File: config.mk
export PLATFORM = sky130hd
export DESIGN_NAME = link_lock_ctrl
export DESIGN_NICKNAME = d
export VERILOG_FILES = /design/src/rtl/link_lock_ctrl.sv
export SDC_FILE = /design/constraint.sdc
export NUM_CORES = 1
export LEC_CHECK = 0
export BUFFER_PORTS_ARGS = -buffer_cell sky130_fd_sc_hd__clkbuf_2
export CAP_MARGIN = 20
export CORE_MARGIN = 2
export CORE_UTILIZATION = 40
export CTS_BUF_LIST = sky130_fd_sc_hd__clkbuf_4 sky130_fd_sc_hd__clkbuf_8
export DETAILED_ROUTE_END_ITERATION = 16
export MAX_ROUTING_LAYER = met4
export PLACE_DENSITY = 0.74
export SLEW_MARGIN = 20
export SYNTH_ARGS = -nofsm -noshare
export SYNTH_HDL_FRONTEND = slang
export SYNTH_SLANG_ARGS = --single-unit
File: constraint.sdc
create_clock -name clk -period 1.83 [get_ports clk]
set_clock_uncertainty 0.15 [all_clocks]
set_input_delay 0.366 -clock clk [delete_from_list [all_inputs] [get_ports clk]]
set_output_delay 0.366 -clock clk [all_outputs]
set_load 0.1 [all_outputs]
File: src/rtl/link_lock_ctrl.sv
module link_lock_ctrl #(
  parameter int DATA_W      = 32,
  parameter int LOCK_FRAMES = 4,
  parameter int SKEW_W      = 5,
  parameter int SKEW_TOL    = 4
) (
  input  logic                     clk,
  input  logic                     rst_n,
  input  logic                     pd_n,
  input  logic                     rx_en,
  input  logic                     lane0_mark,
  input  logic                     lane1_mark,
  input  logic signed [SKEW_W-1:0] lane_skew,
  input  logic [DATA_W-1:0]        data_in,
  output logic [DATA_W-1:0]        data_out,
  output logic                     out_oe,
  output logic                     rclk_en,
  output logic                     lock
);
  localparam int CW = $clog2(LOCK_FRAMES + 1);

  typedef enum logic [1:0] {S_PD, S_MASTER, S_SLAVE, S_LOCKED} st_t;

  st_t           st, st_nx;
  logic [CW-1:0] cnt, cnt_nx;
  logic [SKEW_W-1:0] skew_mag;
  logic          skew_ok, cnt_done, both_ok;

  assign skew_mag = lane_skew[SKEW_W-1] ? SKEW_W'(-lane_skew) : SKEW_W'(lane_skew);
  assign skew_ok  = skew_mag <= SKEW_W'(SKEW_TOL);
  assign cnt_done = cnt == CW'(LOCK_FRAMES - 1);
  assign both_ok  = lane0_mark && lane1_mark;

  always_comb begin
    st_nx  = st;
    cnt_nx = '0;
    case (st)
      S_PD: st_nx = S_MASTER;
      S_MASTER:
        if (lane0_mark) begin
          if (cnt_done) st_nx = S_SLAVE;
          else          cnt_nx = cnt + 1'b1;
        end
      S_SLAVE:
        if (!lane0_mark) st_nx = S_MASTER;
        else if (lane1_mark && skew_ok) begin
          if (cnt_done) st_nx = S_LOCKED;
          else          cnt_nx = cnt + 1'b1;
        end
      S_LOCKED:
        if (!both_ok) st_nx = S_MASTER;
      default: st_nx = S_PD;
    endcase
  end

  always_ff @(posedge clk) begin
    if (!rst_n || !pd_n) begin
      st  <= S_PD;
      cnt <= '0;
    end else begin
      st  <= st_nx;
      cnt <= cnt_nx;
    end
  end

  always_ff @(posedge clk) begin
    if (!rst_n)                                    data_out <= '0;
    else if (pd_n && st == S_LOCKED && both_ok)    data_out <= data_in;
  end

  assign lock    = st == S_LOCKED;
  assign out_oe  = rx_en & pd_n;
  assign rclk_en = lock & out_oe;

  assert_lock_from_slave_R4: assert property (@(posedge clk) disable iff (!rst_n)
    $rose(lock) |-> $past(st) == S_SLAVE);

  assert_master_first_R3: assert property (@(posedge clk) disable iff (!rst_n)
    st == S_SLAVE |-> ($past(st) == S_MASTER || $past(st) == S_SLAVE));

  assert_miss_drops_R6: assert property (@(posedge clk) disable iff (!rst_n)
    (lock && pd_n && !(lane0_mark && lane1_mark)) |=> st == S_MASTER);

  assert_pd_clears_R10: assert property (@(posedge clk) disable iff (!rst_n)
    !pd_n |=> (st == S_PD && cnt == '0 && !lock));

  assert_hold_unlocked_R11: assert property (@(posedge clk) disable iff (!rst_n)
    !lock |=> $stable(data_out));

  assert_skew_gate_R5: assert property (@(posedge clk) disable iff (!rst_n)
    (pd_n && st == S_SLAVE && lane0_mark &&
     ($signed(lane_skew) > SKEW_TOL || $signed(lane_skew) < -SKEW_TOL))
    |=> (st == S_SLAVE && cnt == '0));
endmodule

==> flow_summary.ini, run 1 <==
[detailed_routing]
routedWlPerCell_microns = 11.1
postRouteAntennaNets = 0
drt_iter0_markers = 54
totalWireLength_microns = 3490
vias_per_cell = 4.69
vias = 1481
drt-pass1-iter-count = 4
drcViolationCount = 0

[setup_path]
crit_path_end_kind = output pin
cp_slowest_stage_delay_ps = 430
slowest_stage = dfxtp_1
r2r_setup_slack_ps = 170
r2r_start = st[0]
r2r_end = st[0]
crit_type = reg2out
worstPathCellList = ha_4 -> and3_4 -> buf_12
path_max_fanout = 5
critical-path-top-delay-family = flip-flops
cp_data_arrival_time_ps = 1270
start_kind = flop
reg2reg_depth = 7
cp.required_ps = 1310
crit_buf_inv = 1

[hold_path]
hold_path_class = in2reg
min_from = data_in[3]
worstHoldPathCells = 3
hold_end = data_out[3]

[yosys]
netlist_instances = 187
ys_types = 30
postSynthAreaPerCell_sq_um = 8.44
yosysTopAreaCell = dfxtp_1
syn_area_sq_mm = 0.00158
syn_nets = 236
synth_top_area_share_pct = 46.9
yosysSeqAreaShare_pct = 46.9
ys_ff_latch = 37
synth_area_leaders = dfxtp_1, nand2_1, a21boi_0, ha_1, clkbuf_1
yosys_warnings = 0

[clock_tree]
clkLatencyLatePin_ps = 280
clock_sinks = 37
postCtsSetupRepairBufs = 0
hold_buffers = 0
cts_root_buffer = clkbuf_8
cts_tree = yes
cts_buffers = 5
cts.reportedPaths.clkPinSlew_ps = 70
htreeDepth = 2
clock_path_buffers = 2

[run]
max-cap-violations = 0

[sta]
post-route-period-util_pct = 97.7
layout_setup_ws_ps = 41.4
setup_viol = 0
final_max_slew_viol_count = 0
worst_pin_slew_ps = 550
min_period_ps = 1790
rsz0062_at_grt = no
hold_viol_final = 0
hold_slack_ps = 147
maxSlewHeadroom_pct = 63.5
fmax_ghz = 0.559

[global_route]
grt_antenna_before_repair = 0
grt_start_max_net_pins = 35
grt_pass1_wl_microns = 5800
grt_usage_pct = 18.1
grt_overflow = 0
grt_pass1_vias = 1388

[final_layout]
fin_cells = 316
final_nets = 317
regArea_sq_um = 742
nFillCells = 356
multiInputGateArea_sq_um = 805
area_growth_pct = 39.1
final_area_sq_mm = 0.00219
drive_gt1_share_pct = 36.6
post-route-util_pct = 59.1
antennaDiodeCount = 0

[floorplan]
die_w_microns = 66.8
num_io_pins = 78
die_h_microns = 66.8
die-area_sq_mm = 0.00446
rows = 22
core_area_sq_mm = 0.00372
start_util_pct = 42.5

[placement]
placed_cell_area_sq_mm = 0.00210
dp_hpwl_microns = 2560
dp_cells = 309
gp_congestion = 0.853
portBuffers = 77
pre_cts_ws_ps = -159

[pwr]
power_density_mw_per_mm2 = 684
peakVddDrop_uv = 489
cellLeakagePower_nw = 0.964

[status]
status = finished, final reports clean
==> synth_stat cells <==
library cell  number
a31oi_1            1
nand2_1           69
mux2i_1            1
ha_1               6
o41a_1             1
clkbuf_1           9
and3b_1            1
a211o_1            1
nand3_1            1
o21ai_1            1
a21oi_1            3
nor3b_2            1
dfxtp_1           37
nand4_1            1
o2111ai_1          1
o21ai_0            1
o2111a_1           1
o211a_1            1
xnor2_1            1
a21boi_0          32
a21o_1             1
and2_2             1
nor2_1             2
and2_1             2
o311ai_0           1
and2b_1            1
and3_1             1
o211ai_1           1
inv_1              6
and2b_2            1
==> flip-flops by register name, summed over array words and instances, names as in the netlist <==
name and cells:
st 2, data_out 32, cnt 3
==> layer usage <==
metal  GRT usage (%)  up-vias  share of wire, %
met5               -        -                 0
met4            9.18        0               2.1
met3            5.91        6               5.8
met2            30.8       42                47
met1            18.7      656                45
li1                -      777                 -
==> layout make-up <==
class / instances / area share [%]
timing repair buffer: 83 / 21.7
clock buffer: 6 / 3.76
tap: 48 / 2.74
inverter: 6 / 1.03
sequential: 37 / 33.8
multi-input combinational: 135 / 36.7
clock inverter: 1 / 0.342
==> worst max-delay path by stage <==
stage | startpoint | depth (start not counted) | end
floorplan | st[0] | 6 | data_out[0]
global placement | lane_skew[0] | 8 | st[0]
detailed placement | lane_skew[1] | 8 | st[0]
CTS | st[1] | 3 | rclk_en
global route | st[1] | 3 | rclk_en
finish | st[1] | 3 | rclk_en
==> placed cells by master (no fill, tap or decap), types with 2 or more instances in the layout <==
cell and count:
ha_1 5, a21boi_0 32, nand2_1 69, clkbuf_2 74
and2_1 2, clkbuf_8 6, buf_12 3, a21oi_1 3
buf_4 6, dfxtp_1 36, inv_1 6
==> power by group <==
| part | internal (mW) | switching, mW | leakage (nW) |
|---|---|---|---|
| clock | 0.297 | 0.273 | 0.0433 |
| combinational | 0.0641 | 0.0572 | 0.622 |
| sequential | 0.807 | 0.00331 | 0.298 |
==> logic make-up after synthesis <==
| kind of cell | share of synthesized area [%] |
|---|---|
| xor gates and xnor gates | 0.555 |
| AOI/OAI and AO/OA | 21.9 |
| and+or+nand+nor | 21.7 |
| DFF | 46.9 |
| adders and majority gates | 4.76 |
| muxes | 0.634 |
| buffers and inverters | 3.57 |
==> tightest hold or removal path, delay by kind of cell <==
family	cells	cell delay (ps)
AOI/OAI and AO/OA	1	60
buffers and inverters	1	80
and+or+nand+nor	1	40
==> timing repair <==
item	CTS	global route
hold endpoints to repair	0	0
endpoints found under the setup margin	1	3
pin swaps	0	1
gates resized for setup	1	1
==> metrics by stage <==
step                      setup TNS [ps]  total power, mW
after floorplan                        0            0.881
after global placement              -297            0.947
after CTS                              0             1.52
after detailed placement            -524            0.949
final                                  0             1.50
after global routing                   0             1.56
(Power assumes the default switching activity.)
==> inputs of run 2 (changes only) <==
==> constraint.sdc (replaced) <==
create_clock -name clk -period 1.83 [get_ports clk]
set_clock_uncertainty 0.15 [all_clocks]
set_input_delay 0.183 -clock clk [delete_from_list [all_inputs] [get_ports clk]]
set_output_delay 0.183 -clock clk [all_outputs]
set_load 0.1 [all_outputs]
==> flow_summary.ini, run 2 (synthesis results as in run 1) <==
[sta]
worst_pin_slew_ps = 553
rsz0062_at_grt = no
hold_slack_ps = -0.663
hold_viol_final = 1
fmax_ghz = 0.585
final_max_slew_viol_count = 0
maxSlewHeadroom_pct = 63.3
finalSetupTns_ps = 0
post-route-period-util_pct = 93.4
setup_viol = 0
min_period_ps = 1710

[global_route]
grt_pass1_vias = 1520
grt_overflow = 0
grt_antenna_before_repair = 0
grt_start_max_net_pins = 35
grt_usage_pct = 19.7
grt_pass1_wl_microns = 6420

[setup_path]
cp_data_arrival_time_ps = 1380
crit_type = reg2out
r2r_end = st[1]
path_max_fanout = 5
r2r_setup_slack_ps = 180
crit_path_end_kind = output pin
cp.required_ps = 1500
start_kind = flop
r2r_start = st[0]
reg2reg_depth = 7

[detailed_routing]
routedWlPerCell_microns = 11.6
drt-pass1-iter-count = 4
drt_iter0_markers = 91
totalWireLength_microns = 4010
drcViolationCount = 0
vias_per_cell = 4.65
postRouteAntennaNets = 0
vias = 1608

[run]
max-cap-violations = 0

[floorplan]
start_util_pct = 42.5
die_w_microns = 66.8
rows = 22
die-area_sq_mm = 0.00446
num_io_pins = 78
die_h_microns = 66.8
core_area_sq_mm = 0.00372

[placement]
portBuffers = 77
dp_hpwl_microns = 2620
gp_congestion = 0.783

[final_layout]
final_nets = 346
top_register = data_out
area_growth_pct = 56.1
most-common-layout-cells = clkbuf_2, nand2_1, dfxtp_1
antennaDiodeCount = 0
nFillCells = 330
reg_top3 = data_out x32, cnt x3, st x2
drive_gt1_share_pct = 32.6
final_common_cell = clkbuf_2
largest_register_ffs = 32

[pwr]
p_int_mw = 1.21
peakVddDrop_uv = 526
totalPowerFinal_mw = 1.56
p_switching_mw = 0.355
cellLeakagePower_nw = 1.08
clockPowerShare_pct = 37.5
power_density_mw_per_mm2 = 633
seqPwrFrac_pct = 51.9
pwr-share-comb_pct = 10.6
switching_share_pct = 22.7

[status]
status = finished, violations left
violations = hold timing

[hold_path]
hold_end = data_out[8]
worstHoldPathCells = 3
min_from = data_in[8]
hold_path_class = in2reg

[clock_tree]
htreeDepth = 2
clock_sinks = 37
postCtsSetupRepairBufs = 0
cts_root_buffer = clkbuf_8
cts_tree = yes
cts_buffers = 5
clkLatencyLatePin_ps = 280
clock_path_buffers = 2
cts.reportedPaths.clkPinSlew_ps = 70
run 2: changes by cell type in the layout (fill, tap and decap cells not counted):
| cell | change |
|---|---|
| buf_12 | -1 |
| dlygate4sd3_1 | +30 |
| clkbuf_4 | +2 |
| o21ai_1 | +1 |
| and3_2 | +1 |
| o21ai_2 | -1 |
| buf_4 | -2 |
| clkbuf_2 | +2 |
| and3_4 | -1 |
| clkbuf_8 | -1 |
run 2: per-stage QoR:
step                hold WS, ps  area [sq um]  cells  util (%)  worst slack [ps]
floorplan                   178          1590    187         -              5.92
global placement            265          2070    308      55.7              56.3
detailed placement          272          2070    308      55.7              23.0
CTS                        3.45          2460    346      66.3               105
global route               6.14          2460    346      66.3              77.1
finish                   -0.663          2460    346      66.3               121
run 2: cell type report:
| class | count | area (sq um) | share of cell area, % |
|---|---|---|---|
| multi-input cells | 135 | 797 | 32.4 |
| repair buffers | 112 | 751 | 30.5 |
| flip-flops and latches | 37 | 742 | 30.1 |
| clock buffers | 7 | 83.8 | 3.40 |
| well taps | 48 | 60.1 | 2.44 |
| inverters | 6 | 22.5 | 0.914 |
| clock inverters | 1 | 7.51 | 0.305 |
run 2: worst max-delay path by stage:
stage | startpoint | endpoint
2_1_floorplan | st[0] | data_out[0]
5_1_grt | st[0] | st[1]
6_report | st[1] | lock
3_5_place_dp | lane_skew[0] | st[0]
4_1_cts | st[0] | lock
3_3_place_gp | lane_skew[0] | st[0]
run 2: critical path, stage by stage (launching register included):
cell and delay (ps):
dfxtp_1 440, ha_4 200, clkbuf_2 460
run 2: per-layer routing:
layer | vias up | global-route usage, % | share of wire (%)
met3 | 6 | 3.72 | 5.6
li1 | 835 | - | -
met4 | 0 | 9.18 | 1.6
met5 | - | - | 0
met1 | 717 | 19.6 | 42
met2 | 50 | 36.8 | 51
run 2: power groups by stage:
stage	Clock (mW)	Combinational, mW	Sequential, mW
global route	0.624	0.179	0.810
floorplan	0	0.0518	0.829
finish	0.585	0.166	0.810
CTS	0.594	0.165	0.810
detailed placement	0	0.114	0.828
global placement	0	0.113	0.828
run 2: what timing repair did:
action | 4_1_cts | 5_1_grt
gates resized for setup | 0 | 1
endpoints found under the hold margin | 30 | 0
endpoints found under the setup margin | 0 | 1
hold buffers | 30 | 0
==> inputs of run 3 (changes only) <==
ABC_AREA = 1   (was unset)
==> flow_summary.ini, run 3 <==
[yosys]
syn_nets = 263
ys.flop_type = dfxtp_1
synth_most_common_cell = nor2_1
syn_area_sq_mm = 0.00156
synth_area_leaders = dfxtp_1, nor2_1, o21ai_0, nand2_1, ha_1
ys_ff_latch = 37
yosysTopAreaCell = dfxtp_1
netlist_instances = 214
yosys_warnings = 0
yosysSeqAreaShare_pct = 47.5
synth_commonest_cells = nor2_1, dfxtp_1, o21ai_0
postSynthAreaPerCell_sq_um = 7.29
ys_types = 19
async_flop_share_pct = 0
synth_edf_count = 0
synth_top_area_share_pct = 47.5

[setup_path]
cp_slowest_stage_delay_ps = 450
cp.required_ps = 1500
reg2reg_depth = 8
r2r_start = st[1]
crit_type = reg2out
cp_data_arrival_time_ps = 1300
start_kind = flop
path_max_fanout = 4
r2r_end = data_out[24]
worstPathCellList = ha_4 -> clkbuf_2
slowest_stage = clkbuf_2
r2r_setup_slack_ps = 210
crit_path_end_kind = output pin

[floorplan]
num_io_pins = 78
die_h_microns = 66.5
die_w_microns = 66.5
start_util_pct = 42.0
die-area_sq_mm = 0.00442
core_area_sq_mm = 0.00372
rows = 22

[detailed_routing]
route.top_layer_used = met4
wirelength_met1_microns = 1540
drcViolationCount = 0
totalWireLength_microns = 3480
postRouteAntennaNets = 0
drt-pass1-iter-count = 4
met2_length_microns = 1650
vias_per_cell = 4.47
routedWlPerCell_microns = 9.95
wl_met3_microns = 242
drt_iter0_markers = 97
vias = 1564

[clock_tree]
postCtsSetupRepairBufs = 0
cts_buffers = 5
clkLatencyLatePin_ps = 270
cts_root_buffer = clkbuf_8
htreeDepth = 2
clock_sinks = 37
clock_path_buffers = 2
cts_tree = yes
cts.reportedPaths.clkPinSlew_ps = 70

[pwr]
power_density_mw_per_mm2 = 682
p_switching_mw = 0.353
totalPowerFinal_mw = 1.49
pwr-share-comb_pct = 11.6
p_int_mw = 1.14
seqPwrFrac_pct = 54.6
clockPowerShare_pct = 33.7
cellLeakagePower_nw = 1.07
switching_share_pct = 23.7
peakVddDrop_uv = 415

[sta]
min_period_ps = 1640
final_max_slew_viol_count = 0
finalSetupTns_ps = 0
rsz0062_at_grt = no
maxSlewHeadroom_pct = 62.9
fmax_ghz = 0.611
post-route-period-util_pct = 89.5
setup_viol = 0
worst_pin_slew_ps = 559
hold_viol_final = 0

[global_route]
grt_pass1_vias = 1374
grt_pass1_wl_microns = 5730
grt_start_max_net_pins = 26
grt_overflow = 0
grt_antenna_before_repair = 0
grt_usage_pct = 17.6

[final_layout]
final_nets = 352
regArea_sq_um = 742
largest_register_ffs = 32
area_growth_pct = 40.3
nFillCells = 370
multiInputGateArea_sq_um = 709
antennaDiodeCount = 0
reg_top3 = data_out x32, cnt x3, st x2
final_common_cell = clkbuf_2
final_area_sq_mm = 0.00219
drive_gt1_share_pct = 32.5
top_register = data_out
most-common-layout-cells = clkbuf_2, nor2_1, dfxtp_1

[status]
status = finished, final reports clean

[hold_path]
worstHoldPathCells = 3
hold_end = data_out[2]
min_from = data_in[2]
hold_path_class = in2reg

[placement]
placed_cell_area_sq_mm = 0.00200
dp_hpwl_microns = 2630
gp_congestion = 0.840
portBuffers = 77

[run]
max-cap-violations = 0
[run 3: cell types whose count changed in the layout (fill, tap and decap cells not counted), sizes merged, moves of 6 or more]
cell,change
nand2,-46
a21boi,-32
o21ai,+31
inv,+13
nand3,+6
nor2,+74
dlygate4sd3,-19
[run 3: power groups by stage]
stage / Sequential [mW] / Combinational (mW) / Clock (mW)
after floorplan: 0.843 / 0.0823 / 0
after global placement: 0.833 / 0.154 / 0
after detailed placement: 0.834 / 0.156 / 0
after CTS: 0.815 / 0.174 / 0.517
after global routing: 0.816 / 0.196 / 0.559
final: 0.816 / 0.174 / 0.503
[run 3: what timing repair did]
action,in CTS,in global routing
endpoints found under the setup margin,0,14
resized for setup,0,1
hold endpoints to repair,10,1
hold buffers,10,1
[run 3: worst max-delay path by stage]
stage	endpoint	from	cells after the start	slack (ps)
detailed placement	data_out[7]	st[0]	8	170
finish	lock	st[1]	2	190
CTS	lock	st[0]	2	130
global route	data_out[17]	st[1]	8	30
global placement	st[0]	st[0]	8	220
floorplan	rclk_en	st[0]	3	120
[run 3: routing by layer]
| layer | track usage [%] | up-vias |
|---|---|---|
| met2 | 28.5 | 46 |
| met1 | 20.3 | 670 |
| met4 | 7.65 | 0 |
| met3 | 4.90 | 6 |
| met5 | - | - |
| li1 | - | 842 |
[run 3: cell type report]
| type | count | share of cell area [%] |
|---|---|---|
| timing repair buffer | 91 | 24.3 |
| sequential | 37 | 33.9 |
| clock buffer | 5 | 3.14 |
| multi-input combinational | 149 | 32.4 |
| inverter | 19 | 3.26 |
| clock inverter | 1 | 0.229 |
| tap | 48 | 2.74 |
[run 3: worst max-delay path, delay by kind of cell (launching register included)]
kind                     cells  cell delay, ps
adder cells (fa/ha/maj)      1             170
buffers and inverters        1             450
flip-flops                   1             420
[run 3: stage by stage]
step / instances / setup WS (ps) / hold WS [ps] / util (%)
2_1_floorplan: 214 / 116 / 169 / -
3_3_place_gp: 333 / 220 / 267 / 53.9
3_5_place_dp: 333 / 170 / 276 / 53.9
4_1_cts: 349 / 135 / 2.04 / 58.6
5_1_grt: 350 / 33.0 / 11.6 / 58.9
6_report: 350 / 192 / 1.73 / 58.9
[run 3: cells by family after synthesis]
family | Yosys count | synth area share (%)
buffers and inverters | 28 | 8.34
DFF | 37 | 47.5
AOI/OAI and AO/OA | 37 | 12.3
adders and majority gates | 6 | 4.81
and+or+nand+nor | 106 | 27.0
